`config.mk`:
```
export PLATFORM = sky130hd
export DESIGN_NAME = nvram_csum_engine
export DESIGN_NICKNAME = d
export VERILOG_FILES = /design/src/rtl/nvcs_pkg.sv /design/src/rtl/csum_step.sv /design/src/rtl/csum_len_split.sv /design/src/rtl/nvram_csum_engine.sv
export SDC_FILE = /design/constraint.sdc
export NUM_CORES = 1
export LEC_CHECK = 0
export ABC_CLOCK_PERIOD_IN_PS = 7250
export BUFFER_PORTS_ARGS = -buffer_cell sky130_fd_sc_hd__buf_2
export CAP_MARGIN = 30
export CORE_AREA = 5 5 128 69
export CTS_CLUSTER_SIZE = 16
export DETAILED_ROUTE_END_ITERATION = 10
export DIE_AREA = 0 0 133 74
export PLACE_DENSITY = 0.91
export SLEW_MARGIN = 10
export SYNTH_ARGS = -nofsm -noshare
export SYNTH_HDL_FRONTEND = slang
export SYNTH_SLANG_ARGS = --single-unit
```
`constraint.sdc`:
```
create_clock -name clk -period 7.25 [get_ports clk]
set_input_delay 1.8125 -clock clk [delete_from_list [all_inputs] [get_ports clk]]
set_output_delay 1.8125 -clock clk [all_outputs]
set_load 0.05 [all_outputs]
```
`src/rtl/nvcs_pkg.sv`:
```
package nvcs_pkg;

    typedef enum logic [2:0] {
        PH_IDLE  = 3'd0,
        PH_READ  = 3'd1,
        PH_DRAIN = 3'd2,
        PH_WHI   = 3'd3,
        PH_WLO   = 3'd4
    } phase_t;

    localparam logic [15:0] CRC_SEED = 16'hFFFF;

    // Nibble-mixing update of the checksum register.
    function automatic logic [15:0] csum_next(input logic [15:0] c, input logic [15:0] v);
        logic [15:0] p;
        logic [15:0] a;
        logic [15:0] b;
        p = c ^ v;
        a = {12'h000, p[3:0]};
        b = {12'h000, p[7:4]} ^ a;
        return (c >> 8) ^ (a << 3) ^ (a << 8) ^ b ^ (b << 7) ^ (b << 12);
    endfunction

endpackage

```
`src/rtl/csum_step.sv`:
```
module csum_step (
    input  logic [15:0] crc_in,
    input  logic [15:0] word,
    output logic [15:0] crc_out
);
    always_comb begin
        crc_out = nvcs_pkg::csum_next(crc_in, word);
    end
endmodule

```
`src/rtl/csum_len_split.sv`:
```
module csum_len_split #(
    parameter int CW = 9
) (
    input  logic [CW-1:0] cnt,
    output logic [CW-1:0] even_cnt,
    output logic          odd
);
    always_comb begin
        even_cnt = {cnt[CW-1:1], 1'b0};
        odd      = cnt[0];
    end
endmodule

```
`src/rtl/nvram_csum_engine.sv`:
```
module nvram_csum_engine #(
    parameter int AW = 8,
    localparam int CW = AW + 1
) (
    input  logic          clk,
    input  logic          rst_n,
    input  logic          start,
    input  logic [AW-1:0] base_addr,
    input  logic [CW-1:0] byte_cnt,
    input  logic [AW-1:0] result_addr,
    output logic [AW-1:0] mem_addr,
    output logic          mem_rd,
    output logic          mem_wr,
    output logic [7:0]    mem_wdata,
    input  logic [7:0]    mem_rdata,
    output logic          busy,
    output logic          done,
    output logic [15:0]   crc
);
    import nvcs_pkg::*;

    typedef struct packed {
        phase_t        ph;
        logic [AW-1:0] base;
        logic [AW-1:0] res;
        logic [CW-1:0] last;
        logic          odd;
        logic [CW-1:0] idx;
        logic          rv;
        logic [CW-1:0] ridx;
        logic [7:0]    prev;
        logic [15:0]   crc;
        logic          done;
    } eng_t;

    eng_t st_d, st_q;

    logic [CW-1:0] even_cnt;
    logic          odd_cnt;
    logic [15:0]   pair_out;
    logic [15:0]   tail_in;
    logic [15:0]   tail_out;

    csum_len_split #(.CW(CW)) u_split (
        .cnt      (byte_cnt),
        .even_cnt (even_cnt),
        .odd      (odd_cnt)
    );

    // Overlapping word update: previous byte high, arriving byte low.
    csum_step u_pair (
        .crc_in  (st_q.crc),
        .word    ({st_q.prev, mem_rdata}),
        .crc_out (pair_out)
    );

    // Odd tail update, chained behind the pair update when both apply.
    assign tail_in = (st_q.ridx != '0) ? pair_out : st_q.crc;

    csum_step u_tail (
        .crc_in  (tail_in),
        .word    ({mem_rdata, 8'h00}),
        .crc_out (tail_out)
    );

    always_comb begin
        st_d      = st_q;
        st_d.done = 1'b0;
        st_d.rv   = 1'b0;

        if (st_q.rv) begin
            st_d.prev = mem_rdata;
            if (st_q.ridx != '0) begin
                st_d.crc = pair_out;
            end
            if (st_q.ridx == st_q.last && st_q.odd) begin
                st_d.crc = tail_out;
            end
        end

        unique case (st_q.ph)
            PH_IDLE: begin
                if (start) begin
                    st_d.base = base_addr;
                    st_d.res  = result_addr;
                    st_d.last = even_cnt;
                    st_d.odd  = odd_cnt;
                    st_d.idx  = '0;
                    st_d.crc  = CRC_SEED;
                    st_d.ph   = (even_cnt == '0 && !odd_cnt) ? PH_WHI : PH_READ;
                end
            end
            PH_READ: begin
                st_d.rv   = 1'b1;
                st_d.ridx = st_q.idx;
                if (st_q.idx == st_q.last) begin
                    st_d.ph = PH_DRAIN;
                end else begin
                    st_d.idx = st_q.idx + 1'b1;
                end
            end
            PH_DRAIN: st_d.ph = PH_WHI;
            PH_WHI:   st_d.ph = PH_WLO;
            PH_WLO: begin
                st_d.ph   = PH_IDLE;
                st_d.done = 1'b1;
            end
            default: st_d.ph = PH_IDLE;
        endcase
    end

    always_ff @(posedge clk or negedge rst_n) begin
        if (!rst_n) begin
            st_q      <= '0;
            st_q.ph   <= PH_IDLE;
            st_q.crc  <= CRC_SEED;
        end else begin
            st_q <= st_d;
        end
    end

    always_comb begin
        mem_rd    = (st_q.ph == PH_READ);
        mem_wr    = (st_q.ph == PH_WHI) || (st_q.ph == PH_WLO);
        mem_wdata = (st_q.ph == PH_WHI) ? st_q.crc[15:8] : st_q.crc[7:0];
        unique case (st_q.ph)
            PH_READ: mem_addr = st_q.base + st_q.idx[AW-1:0];
            PH_WLO:  mem_addr = st_q.res + 1'b1;
            default: mem_addr = st_q.res;
        endcase
        busy = (st_q.ph != PH_IDLE);
        done = st_q.done;
        crc  = st_q.crc;
    end

endmodule

```
==> Word-level counts from Yosys, hierarchy flattened <==
Index checks and enable logic that the tools add are counted.
{ "classes": {"n_addsub": 3, "eq_ne": 9, "n_mux": 15, "n_bitwise": 14, "n_reduce_logical": 12} }
{ "ops": {"columns": ["cell", "count"], "rows": [
  ["$xor 16x16->16", 6],
  ["$mux 16", 5],
  ["$mux 38", 1],
  ["$xor 16x12->16", 2],
  ["$eq 9x9->1", 2],
  ["$pmux 9 s2", 1],
  ["$pmux 8 s2", 1],
  ["$xor 8x7->8", 2],
  ["$pmux 3 s4", 1],
  ["$mux 10", 1],
  ["$add 9x1->9 const B", 1],
  ["$logic_not 9->1", 1],
  ["$mux 9", 1],
  ["$reduce_bool 9->1", 1],
  ["$add 8x1->8 const B", 1],
  ["$add 8x8->8", 1],
  ["$mux 8", 1],
  ["$xor 4x4->4", 2],
  ["$xor 8x1->8 const B", 1],
  ["$xor 8x8->8", 1],
  ["$eq 3x2->1 const B", 2],
  ["$ne 2x2->1 const B", 2],
  ["$reduce_and 2->1", 2],
  ["$eq 3x1->1 const B", 1],
  ["other kinds (12)", 13]
]} }
{ "word_totals": {"regBits": 64, "output_inout_bits": 36} }

==> Logic depth before layout (Yosys ltp) <==
Gate-level depths: netlist of run 1.
{ "depth": {"depth_word": 17, "depth_mapped": 10} }

==> Cells and area by module <==
Synthesis of run 1 repeated with hierarchy kept, for this count alone.
{ "hier_totals": {"hier_cells": 448, "area_unflattened_um2": 4993.5} }
{ "by_module_without_submodules": {"columns": ["module", "instances", "cells_per_inst", "area_per_inst_um2", "seq_area_each_um2"], "rows": [
  ["nvram_csum_engine", 1, 387, 4131.5, 1846.8],
  ["csum_step", 2, 25, 391.6, 0.0],
  ["csum_len_split", 1, 11, 78.8, 0.0]
]} }

==> Worst setup path after synthesis of run 1 <==
OpenSTA, ideal clock, no wires.
{ "synth_path": {"kind": "register -> output", "startpoint": "reg st_q[35] (netlist bit)", "endpoint": "out mem_addr[6]", "arrival_ps": 2758, "required_time_ps": 5438, "path_slack_ps": 2679, "path_stages_with_launch": 11, "n_path_buf": 0, "path_cell_list": "dfrtp_1 > ha_1 > inv_1 > fa_1 > inv_1 > a21oi_1 > o21bai_1 > a21o_1 > a21oi_1 > xor2_1 > o21ai_0"} }
{ "synth_via": {"elab_chain_cells": 2} }
{ "synth_lines": {"columns": ["element", "line_no", "rtl"], "rows": [
  ["start: declaration", "nvram_csum_engine.sv:36", "eng_t st_d, st_q;"],
  ["start signal: assignment", "nvram_csum_engine.sv:118", "st_q <= st_d;"],
  ["$add 8x8->8", "nvram_csum_engine.sv:127", "PH_READ: mem_addr = st_q.base + st_q.idx[AW-1:0];"],
  ["$pmux 8 s2", "nvram_csum_engine.sv:126", "unique case (st_q.ph)"],
  ["end: declaration", "nvram_csum_engine.sv:11", "output logic [AW-1:0] mem_addr,"]
]} }
No other way between the ends.

==> Final worst setup path of run 1 <==
{ "layout_path": {"startpoint": "reg st_q[71] (netlist bit)", "endpoint": "out mem_addr[2]"} }
{ "layout_via": {"elab_chain_cells": 2} }
{ "layout_lines": {"columns": ["element", "line_no"], "rows": [
  ["$eq 3x3->1 or $eq 3x1->1 (tied branches)", "nvram_csum_engine.sv:126"],
  ["$pmux 8 s2 *", "nvram_csum_engine.sv:126"]
]} }
Every way passes the cells marked *; elsewhere a longest branch is shown, timed or not.

==> results of run 1 <==
[worst reg2reg max path: stages (launching register included)]
cell,delay (ns)
dfrtp_1,0.44
nor2_1,0.06
nand2_1,0.59
inv_1,0.52
a21oi_1,0.83
nand4b_1,0.22
xor2_1,0.16
nor2_1,0.07
[synthesized netlist by cell type, types with 13 or more instances]
library cell / n / area [µm²]
nand2_1: 119 / 446.7
dfrtp_1: 48 / 1201
xnor2_1: 43 / 376.6
nor2_1: 33 / 123.9
a21oi_1: 22 / 110.1
xor2_1: 21 / 183.9
buf_4: 16 / 120.1
dfstp_2: 16 / 420.4
clkbuf_1: 15 / 56.30
mux2_2: 13 / 146.4
o21ai_0: 13 / 65.06
[flip-flops by register name, indices dropped and copies added, names as in the netlist]
signal  count
crc        16
st_q       47
done        1
[worst max-delay path by stage]
stage                  start           to  slack [ns]  cells past startpoint
global route        st_q[71]  mem_addr[2]        2.47                      7
global placement    st_q[71]  mem_addr[4]        3.24                      7
detailed placement  st_q[71]  mem_addr[2]        3.06                      7
floorplan           st_q[35]  mem_addr[6]        2.68                     10
CTS                 st_q[71]  mem_addr[2]        2.69                      7
finish              st_q[71]  mem_addr[2]        2.59                      7
[per-layer routing]
layer,wire length (µm),GRT usage,up-vias
met3,1471,0.08784,40
met4,326,0.08065,0
li1,-,-,1726
met1,5167,0.3549,1796
met2,5230,0.3522,257
met5,0,0,-
[stage by stage]
stage | util | instances | cell area, µm²
after global routing | 0.6527 | 642 | 5015
after floorplan | - | 489 | 4394
after CTS | 0.6491 | 641 | 4987
after global placement | 0.6102 | 624 | 4688
final | 0.6527 | 642 | 5015
after detailed placement | 0.6116 | 625 | 4700
[kinds of logic (layout without fill, tap and decap cells)]
group,after synthesis,in the layout,share of synthesized area
and+or+nand+nor,198,198,0.1965
xor gates and xnor gates,75,75,0.1805
AOI/OAI and AO/OA,66,66,0.09567
DFF,64,64,0.3690
buffers and inverters,49,102,0.05638
muxes,27,27,0.07175
adders and majority gates,10,10,0.03018
[final cells by class]
type	instances	area, µm²
clock inverter	1	30.03
sequential	64	1622
inverter	11	41.29
timing repair buffer	75	409.1
fill	564	2669
clock buffer	15	257.7
multi-input combinational	376	2530
tap	100	125.1
==> results.sh, run 1 <==
export IMPL_row_count=23
export IMPL_die_x_um=133
export IMPL_syn_area_um2=4394
export IMPL_worstPathCellList="nor2_1 -> nand2_1 -> inv_1 -> nor2_1 -> o21ai_0 -> o211ai_1 -> buf_2"
export IMPL_dp_worst_setup_slack_ns=3.059
export IMPL_wl_per_cell_um=19.00
export IMPL_whs_ns=0.4884
export IMPL_rr_endpoint="st_q[39]"
export IMPL_first_pass_iters=5
export IMPL_cts_buffers_inserted=9
export IMPL_fin_nets=583
export IMPL_synthCells=489
export IMPL_drv_cap=0
export IMPL_grt_pass1_wl_um=18740
export IMPL_r2r_cells=7
export IMPL_fin_tns_setup_ns=0
export IMPL_grt_setup_unrepaired="no"
export IMPL_cts_resized_gates=0
export IMPL_syn_nets=535
export IMPL_finalMaxSlewViolations=0
export IMPL_h_tree_depth=3
export IMPL_ios=72
export IMPL_die_area_um2=9842
export IMPL_core_um2=7684
export IMPL_post_cts_buffers=0
export IMPL_final_cell_mix="nand2_1, buf_2, dfrtp_1"
export IMPL_required_ns=5.44
export IMPL_synthDistinctLibCells=54
export IMPL_crit_family="simple AND/OR/NAND/NOR gates"
export IMPL_status="complete, no violations"
export IMPL_ys_ff_latch=64
export IMPL_fin_crit_sh=0.6431
export IMPL_cp_common_cell="nor2_1"
export IMPL_end_kind="output pin"
export IMPL_hpwl_um=8356
export IMPL_ctsHoldBuffers=0
export IMPL_avgSynthCellArea_um2=8.986
export IMPL_critical_path_slowest_cell="nand2_1"
export IMPL_hp_start="st_q[64]"
export IMPL_gp_congestion=0.9231
export IMPL_start_util=0.5719
export IMPL_synthArstFlopShare=1.000
export IMPL_layout_commonest_cell="nand2_1"
export IMPL_hold_class="reg2reg"
export IMPL_worstHoldEndpoint="st_q[64]"
export IMPL_cts_root_buffer="clkbuf_16"
export IMPL_critPathMaxFanout=23
export IMPL_fin_ws_ns=2.588
export IMPL_drc=0
export IMPL_setup_viol=0
export IMPL_slowest_delay_ns=0.59
export IMPL_grt_pass1_vias=3547
export IMPL_r2r_start="st_q[71]"
export IMPL_numPortBuffers=71
export IMPL_syn_to_final_growth_pct=14.12
export IMPL_yosysSeqAreaShare=0.3690
export IMPL_synth_enable_flop_cells=0
export IMPL_clkTransAtPathRegs_ns=0.05
export IMPL_cts_tree="done"
export IMPL_path_buf_inv=2
export IMPL_critPathKind="reg2out"
export IMPL_insertion_delay_ns=0.34
export IMPL_drtIter0Drc=519
export IMPL_relSlewSlack=0.4151
export IMPL_vias=3819
export IMPL_clock_sinks=64
export IMPL_antennaDiodeCount=0
export IMPL_cp_arrival_ns=2.85
export IMPL_grt_overflow_total=0
export IMPL_drt_total_wl_um=12200
export IMPL_worst_clock_skew_ns=0.009846
export IMPL_antenna_found_initial=0
export IMPL_post_route_min_period_ns=4.662
export IMPL_layout_drive_gt1_share=0.2325
export IMPL_ff2ff_setup_slack_ns=4.22
export IMPL_worstSetupStartpointType="flop"
export IMPL_track_usage=0.2477
export IMPL_yosysWarnings=0
export IMPL_grt_max_degree=65
export IMPL_clk_path_buf_depth=2
export IMPL_hold_depth=2
export IMPL_die_h_um=74
export IMPL_drt_vias_per_instance=5.949
export IMPL_fmax_ghz=0.2145
export IMPL_synth_top_flop_cell="dfrtp_1"
export IMPL_tightest_slew_ns=0.8774
export IMPL_ant_nets=0
export IMPL_hold_viol=0
Power of run 1 is left out: the tool's default activity adds up to more than one toggle a clock period on the data nets, which glitch-free logic cannot reach.
==> run 2: changes to the inputs <==
--- a/config.mk
+++ b/config.mk
@@ -5,14 +5,14 @@
 export SDC_FILE = /design/constraint.sdc
 export NUM_CORES = 1
 export LEC_CHECK = 0
-export ABC_CLOCK_PERIOD_IN_PS = 7250
+export ABC_CLOCK_PERIOD_IN_PS = 4540
 export BUFFER_PORTS_ARGS = -buffer_cell sky130_fd_sc_hd__buf_2
 export CAP_MARGIN = 30
-export CORE_AREA = 5 5 128 69
+export CORE_AREA = 5 5 131 71
 export CTS_CLUSTER_SIZE = 16
 export DETAILED_ROUTE_END_ITERATION = 10
-export DIE_AREA = 0 0 133 74
-export PLACE_DENSITY = 0.91
+export DIE_AREA = 0 0 136 76
+export PLACE_DENSITY = 0.87
 export SLEW_MARGIN = 10
 export SYNTH_ARGS = -nofsm -noshare
 export SYNTH_HDL_FRONTEND = slang
==> constraint.sdc (replaced) <==
create_clock -name clk -period 4.54 [get_ports clk]
set_input_delay 1.135 -clock clk [delete_from_list [all_inputs] [get_ports clk]]
set_output_delay 1.135 -clock clk [all_outputs]
set_load 0.05 [all_outputs]
==> run 2 against run 1 <==
  * Critical endpoint is now mem_addr[6]
  * Via count fell by 1.1%
  * Clock-buffer cell count fell by 5
  * Highest routed layer unchanged
  * Global-route usage fell by 1.3 points
  * First-iteration DRC count down 22%
  * Core utilization down 3.2 points
  * Sequential share of layout area shrank 0.48 points
  * Critical path type unchanged
  * Die area increased by 5.0%
  * Design area is 1.5% higher
  * Non-clock buffer count increased by 3
==> results.sh, run 2 (same netlist as run 1, synthesis figures left out) <==
export IMPL_post_route_min_period_ns=3.726
export IMPL_hold_viol=0
export IMPL_largest_reg_flops=47
export IMPL_fin_tns_setup_ns=0
export IMPL_fin_nets=586
export IMPL_hold_class="reg2reg"
export IMPL_die_x_um=136
export IMPL_clkTransAtPathRegs_ns=0.05
export IMPL_final_cell_mix="nand2_1, buf_2, dfrtp_1"
export IMPL_cts_root_buffer="clkbuf_16"
export IMPL_syn_to_final_growth_pct=15.83
export IMPL_status="complete, no violations"
export IMPL_grt_setup_unrepaired="no"
export IMPL_critPathKind="reg2out"
export IMPL_core_um2=8198
export IMPL_setup_viol=0
export IMPL_required_ns=3.40
export IMPL_wl_per_cell_um=17.90
export IMPL_die_area_um2=10340
export IMPL_layout_drive_gt1_share=0.2459
export IMPL_fmax_ghz=0.2684
export IMPL_cts_tree="done"
export IMPL_vias=3776
export IMPL_h_tree_depth=3
export IMPL_start_util=0.5360
export IMPL_insertion_delay_ns=0.34
export IMPL_clock_sinks=64
export IMPL_end_kind="output pin"
export IMPL_fin_crit_sh=0.8208
export IMPL_tightest_slew_ns=0.7481
export IMPL_regMostFlops="st_q"
export IMPL_track_usage=0.2349
export IMPL_relSlewSlack=0.5007
export IMPL_clk_path_buf_depth=2
export IMPL_drc=0
export IMPL_hpwl_um=8297
export IMPL_worstSetupStartpointType="flop"
export IMPL_cts_resized_gates=0
export IMPL_gp_congestion=0.9255
export IMPL_grt_pass1_vias=3759
export IMPL_grt_pass1_wl_um=19210
export IMPL_row_count=24
export IMPL_drv_cap=0
export IMPL_numPortBuffers=71
export IMPL_finalMaxSlewViolations=0
export IMPL_layout_commonest_cell="nand2_1"
export IMPL_post_cts_buffers=0
export IMPL_antenna_found_initial=0
export IMPL_drtIter0Drc=406
export IMPL_critPathMaxFanout=8
export IMPL_cts_buffers_inserted=9
export IMPL_drt_total_wl_um=11850
export IMPL_grt_max_degree=48
export IMPL_cp_arrival_ns=2.59
export IMPL_ant_nets=0
export IMPL_worst_clock_skew_ns=0.003883
export IMPL_ctsHoldBuffers=0
export IMPL_antennaDiodeCount=0
export IMPL_ios=72
export IMPL_drt_vias_per_instance=5.704
export IMPL_first_pass_iters=5
export IMPL_die_h_um=76
export IMPL_grt_overflow_total=0
-- run 2: critical path: stages, from the launching register on --
cell	delay, ns
dfrtp_1	0.48
ha_1	0.22
inv_1	0.06
fa_1	0.39
inv_1	0.08
a21oi_1	0.06
o21bai_1	0.19
a21o_1	0.15
a21oi_1	0.07
xor2_1	0.14
o21ai_0	0.13
buf_2	0.28
-- run 2: metal layers --
metal  vias to the layer above  global-route usage  routed length (µm)  share of wire
met5                         -                   0                   0              0
met4                         0             0.07746                 199          0.017
met3                        26             0.08047                1224           0.10
met2                       195              0.3396                5116           0.43
met1                      1831              0.3300                5308           0.45
li1                       1724                   -                   -              -
-- run 2: layout make-up --
class                   count  area, µm²
clock buffers              10      239.0
clock inverters             6      92.59
fillers                   659       3108
inverters                  11      41.29
multi-input cells         376       2530
flip-flops and latches     64       1622
well taps                 117      146.4
repair buffers             78      419.2
-- run 2: final timing paths --
path                           from           to  slack, ns  cells past startpoint
setup / recovery           st_q[35]  mem_addr[6]       0.81                     11
hold / removal             st_q[62]     st_q[62]       0.49                      2
setup reg to reg           st_q[28]       crc[9]       1.59                      7
hold reg to reg            st_q[62]     st_q[62]       0.49                      2
max in group asynchronous     rst_n      crc[14]       2.95                      2
min in group asynchronous     rst_n     st_q[55]       0.82                      1
-- run 2: through the flow --
step	hold slack [ns]	cell area (µm²)	std cells	util	setup slack [ns]
2_1_floorplan	0.4458	4394	489	-	0.6468
3_3_place_gp	0.4740	4732	644	0.5772	1.252
3_5_place_dp	0.4779	4743	645	0.5786	1.183
4_1_cts	0.4913	5075	661	0.6190	0.8097
5_1_grt	0.5169	5090	662	0.6209	0.5775
6_report	0.4917	5090	662	0.6209	0.8137
Power of run 2 is left out for the same reason.
